==> src/rtl/sinc3_pair_decim.sv <==
module sinc3_pair_decim #(
  parameter int W  = 30,
  parameter int RW = 10
) (
  input  logic          clk,
  input  logic          rst_n,
  input  logic          bit_in,
  input  logic          bit_vld,
  input  logic [RW-1:0] ratio,
  output logic [W-1:0]  sample,
  output logic          sample_vld
);
  localparam int MW = RW - 1;

  logic          half, first_bit, step_b;
  logic [1:0]    pair_sum;
  logic [W-1:0]  acc1, acc2, acc3;
  logic [MW-1:0] m_q, cnt;
  logic [1:0]    fill;
  logic [W-1:0]  z1, z2, z3;

  wire [MW-1:0] m_eff  = (ratio[RW-1:1] == '0) ? MW'(1) : ratio[RW-1:1];
  wire          step_a = bit_vld & half;
  wire [W-1:0]  opnd   = step_a ? acc3 : acc1;
  wire [W-1:0]  sum    = acc2 + opnd;
  wire          chg    = (m_eff != m_q);
  wire          evt    = step_b && (cnt == m_q - MW'(1)) && !chg;
  wire [W-1:0]  d1     = acc3 - z1;
  wire [W-1:0]  d2     = d1 - z2;
  wire [W-1:0]  d3     = d2 - z3;

  always_ff @(posedge clk or negedge rst_n) begin
    if (!rst_n) begin
      half      <= 1'b0;
      first_bit <= 1'b0;
      pair_sum  <= '0;
      step_b    <= 1'b0;
    end else begin
      step_b <= step_a;
      if (bit_vld) begin
        half <= ~half;
        if (!half) first_bit <= bit_in;
        else       pair_sum  <= {1'b0, first_bit} + {1'b0, bit_in};
      end
    end
  end

  always_ff @(posedge clk or negedge rst_n) begin
    if (!rst_n) begin
      acc1 <= '0;
      acc2 <= '0;
      acc3 <= '0;
    end else begin
      if (step_a) acc3 <= sum;
      if (step_b) begin
        acc2 <= sum;
        acc1 <= acc1 + W'(pair_sum);
      end
    end
  end

  always_ff @(posedge clk or negedge rst_n) begin
    if (!rst_n) begin
      m_q        <= MW'(1);
      cnt        <= '0;
      fill       <= '0;
      z1         <= '0;
      z2         <= '0;
      z3         <= '0;
      sample     <= '0;
      sample_vld <= 1'b0;
    end else begin
      sample_vld <= evt && (fill == 2'd3);
      if (chg) begin
        m_q  <= m_eff;
        cnt  <= '0;
        fill <= '0;
      end else if (step_b) begin
        cnt <= evt ? '0 : cnt + MW'(1);
      end
      if (evt) begin
        z1 <= acc3;
        z2 <= d1;
        z3 <= d2;
        if (fill != 2'd3) fill <= fill + 2'd1;
        else              sample <= d3;
      end
    end
  end

  p_share_r4: assert property (@(posedge clk) disable iff (!rst_n)
    !(step_a && step_b));

  p_acc1_step_r1: assert property (@(posedge clk) disable iff (!rst_n)
    step_b |=> ((acc1 - $past(acc1)) <= W'(2)));

  p_vld_pulse_r5: assert property (@(posedge clk) disable iff (!rst_n)
    sample_vld |=> !sample_vld);

  p_restart_r7: assert property (@(posedge clk) disable iff (!rst_n)
    chg |=> !sample_vld);
endmodule

==> config.mk <==
export PLATFORM = sky130hd
export DESIGN_NAME = sinc3_pair_decim
export DESIGN_NICKNAME = d
export VERILOG_FILES = /design/src/rtl/sinc3_pair_decim.sv
export SDC_FILE = /design/constraint.sdc
export NUM_CORES = 1
export LEC_CHECK = 0
export BUFFER_PORTS_ARGS = -buffer_cell sky130_fd_sc_hd__buf_2
export CAP_MARGIN = 10
export CORE_AREA = 2 2 134 201
export DETAILED_ROUTE_END_ITERATION = 10
export DIE_AREA = 0 0 136 203
export PLACE_DENSITY = 0.73
export SETUP_SLACK_MARGIN = 0.4
export SYNTH_ARGS = -nofsm -noshare
export SYNTH_HDL_FRONTEND = slang
export SYNTH_SLANG_ARGS = --single-unit
==> constraint.sdc <==
create_clock -name clk -period 7.28 [get_ports clk]
set_input_delay 1.092 -clock clk [delete_from_list [all_inputs] [get_ports clk]]
set_output_delay 1.092 -clock clk [all_outputs]
set_load 0.05 [all_outputs]
==> out/qor.csv <==
metric,value,unit
finalSetupViolations,0,
postSynthAreaPerCell,9.32,um2
grt_overflow_total,0,
finalCritPeriodShare,0.883,
drt_iter0_markers,445,
synthFlopType,dfrtp_1,
start_util,0.592,
antenna_found_initial,0,
cts_buffer_depth,3,
track_usage,0.221,
dieArea,27600,um2
hold_viol,0,
wirelength,29700,um
crit_path_start_kind,flip-flop,
drc,0,
power_frac_clock,0.326,
synth-edff-count,0,
ant_nets,0,
synth_seq_cells,236,
switching_share,0.309,
vias,11368,
crit_type,flip-flop to flip-flop,
ys_seq_area_frac,0.388,
hp-class,flip-flop to flip-flop,
cts_setup_buffers,0,
num-fill-cells,2151,
max_freq,156,MHz
clk_pin_slew_worst_paths,0.06,ns
area_delta_synth_final,8.59,%
yosys.area.top_type,dfrtp_1,
grt_setup_unrepaired,true,
cts_hold_buf,0,
ys_top_cells_by_area,"dfrtp_1 (39%), ha_1 (10%), mux2_2 (7.0%)",
maxCapViolations,0,
clock_latency,0.52,ns
netlist_area,15200,um2
post-route-util,0.642,
fin_nets,1804,
synth_nets,1776,
cts-root-buf,clkbuf_16,
p_seq_frac,0.397,
power_per_cell_area,224,nW/um2
critPathMostFrequentCell,a21oi_1,
die-height,203,um
grt_max_degree,107,
p_sw,1.14,mW
hpwl,21300,um
drive_above_1_share,0.127,
rr_worst_depth,31,
hp-start,acc1[29],
core,25800,um2
report.final.slew_viol_count,0,
outcome,"finished, final reports clean",
synth_top_area_share,0.386,
crit_start,acc3[0],
min_period,6.43,ns
cpPeakStageDelay,0.45,ns
grt_pass1_wl,51500,um
critPathSlowestCell,a2111o_1,
syn_inst,1635,
io_pins,45,
numPortBuffers,43,
comb_power_share,0.277,
synth_cell_types,73,
cts.sinks,236,
ys.warnings.count,0,
synthArstFlopShare,1.00,
antenna_cells,0,
r2r-start,acc3[0],
finClkSkew,0.00945,ns
tritoncts,done,
detail_route.wl_per_cell,14.8,um
crit_path_max_fanout,5,
ir_drop,0.190,mV
required,7.63,ns
worstMarginPinSlew,0.902,ns
cts_buffers,24,
drt-pass1-iter-count,4,
place.gp.congestion,0.850,
vias_per_cell,5.66,
grt_pass1_vias,11493,
endpoint_kind,flip-flop,
crit_arrival,6.78,ns
relSlewSlack,0.399,
p_leak,8.31,nW
setup_tns,0,ns
core.rowCount,72,
hold_path_depth,1,
htree_levels,1,
internal_power,2.56,mW
dieWidth,136,um
## state kept, by name, indices dropped and copies added, names as in the netlist, 2 cells and up
name / flops
pair_sum: 2
acc2: 30
acc3: 30
acc1: 30
z2: 30
sample: 30
z1: 30
z3: 30
cnt: 9
m_q: 9
fill: 2
## final cells by class
class,instances,area [um2],area share
Clock inverter,6,62.6,0.00378
Inverter,129,484,0.0293
Multi-Input combinational cell,1219,8680,0.524
Tap cell,333,417,0.0252
Sequential cell,236,5910,0.357
Timing Repair Buffer,53,300,0.0181
Clock buffer,34,699,0.0423
## path summary, 6_finish.rpt
kind | slack [ns] | to
worst max register to register | 0.85 | sample[27]
min in group asynchronous | 0.62 | pair_sum[1]
max in group asynchronous | 5.25 | z2[8]
worst min register to register | 0.47 | acc1[29]
worst min-delay path | 0.47 | acc1[29]
worst max-delay path | 0.85 | sample[27]
## critical path: cells and delay by family (launching register included)
kind | cells | cell delay (ns)
buffers and inverters | 1 | 0.12
xor gates and xnor gates | 3 | 0.49
AOI/OAI and AO/OA | 16 | 3.26
DFF | 1 | 0.36
adders and majority gates | 4 | 1.15
and+or+nand+nor | 7 | 0.92
## cells in the mapped netlist (15+ instances only)
master	count
xnor2_1	98
nor3_1	17
nand3_1	32
mux2_2	95
clkbuf_1	38
nand2_1	189
o21bai_1	20
nand2b_1	23
a21o_1	45
nand4_1	15
xor2_1	58
inv_1	128
nor2_1	64
dfrtp_1	235
and3_1	26
a21oi_1	100
ha_1	122
o21ai_0	163
## per-layer routing
| layer | track usage | wire length [um] | up-vias |
|---|---|---|---|
| li1 | - | - | 5761 |
| met2 | 0.411 | 15300 | 130 |
| met3 | 0.0232 | 673 | 41 |
| met5 | 0 | 0 | - |
| met1 | 0.267 | 13100 | 5436 |
| met4 | 0.0584 | 614 | 0 |
## cells by family (layout without fill, tap and decap cells)
logic type | Yosys count | in the layout | synth area share
xor gates and xnor gates | 156 | 156 | 0.0896
AOI/OAI and AO/OA | 424 | 424 | 0.173
buffers and inverters | 180 | 222 | 0.0451
adders and majority gates | 127 | 127 | 0.107
muxes | 98 | 98 | 0.0722
and+or+nand+nor | 414 | 414 | 0.126
DFF | 236 | 236 | 0.388
## per-stage QoR
stage | cells | area (um2) | hold WS (ns) | worst slack [ns] | total power [mW]
final | 2010 | 16600 | 0.468 | 0.852 | 3.71
after global routing | 2010 | 16600 | 0.496 | 0.360 | 3.93
after CTS | 2010 | 16500 | 0.471 | 0.749 | 3.74
after detailed placement | 1970 | 15800 | 0.452 | 0.798 | 2.51
after global placement | 1970 | 15800 | 0.449 | 0.944 | 2.48
after floorplan | 1635 | 15200 | 0.441 | 1.60 | 2.29
## power by group through the flow
stage | Combinational, mW | Sequential, mW | Clock (mW)
floorplan | 0.819 | 1.47 | 0
global placement | 0.990 | 1.49 | 0
detailed placement | 1.02 | 1.50 | 0
CTS | 1.03 | 1.47 | 1.23
global route | 1.15 | 1.48 | 1.29
finish | 1.03 | 1.47 | 1.21
## cell usage in the layout (no fill, tap or decap), types with 23 or more instances in the layout
master	n
a21o_1	45
a21oi_1	100
and3_1	26
buf_2	42
clkbuf_16	25
dfrtp_1	235
ha_1	122
inv_1	128
mux2_2	95
nand2_1	188
nand2b_1	23
nand3_1	32
nor2_1	63
o21ai_0	162
xnor2_1	98
xor2_1	58
## repair_timing
| item | 4_1_cts | 5_1_grt |
|---|---|---|
| endpoints found under the setup margin | 0 | 4 |
| endpoints found under the hold margin | 0 | 0 |
| resized for setup | 0 | 5 |
No activity file was read; power rests on OpenSTA's default activity.
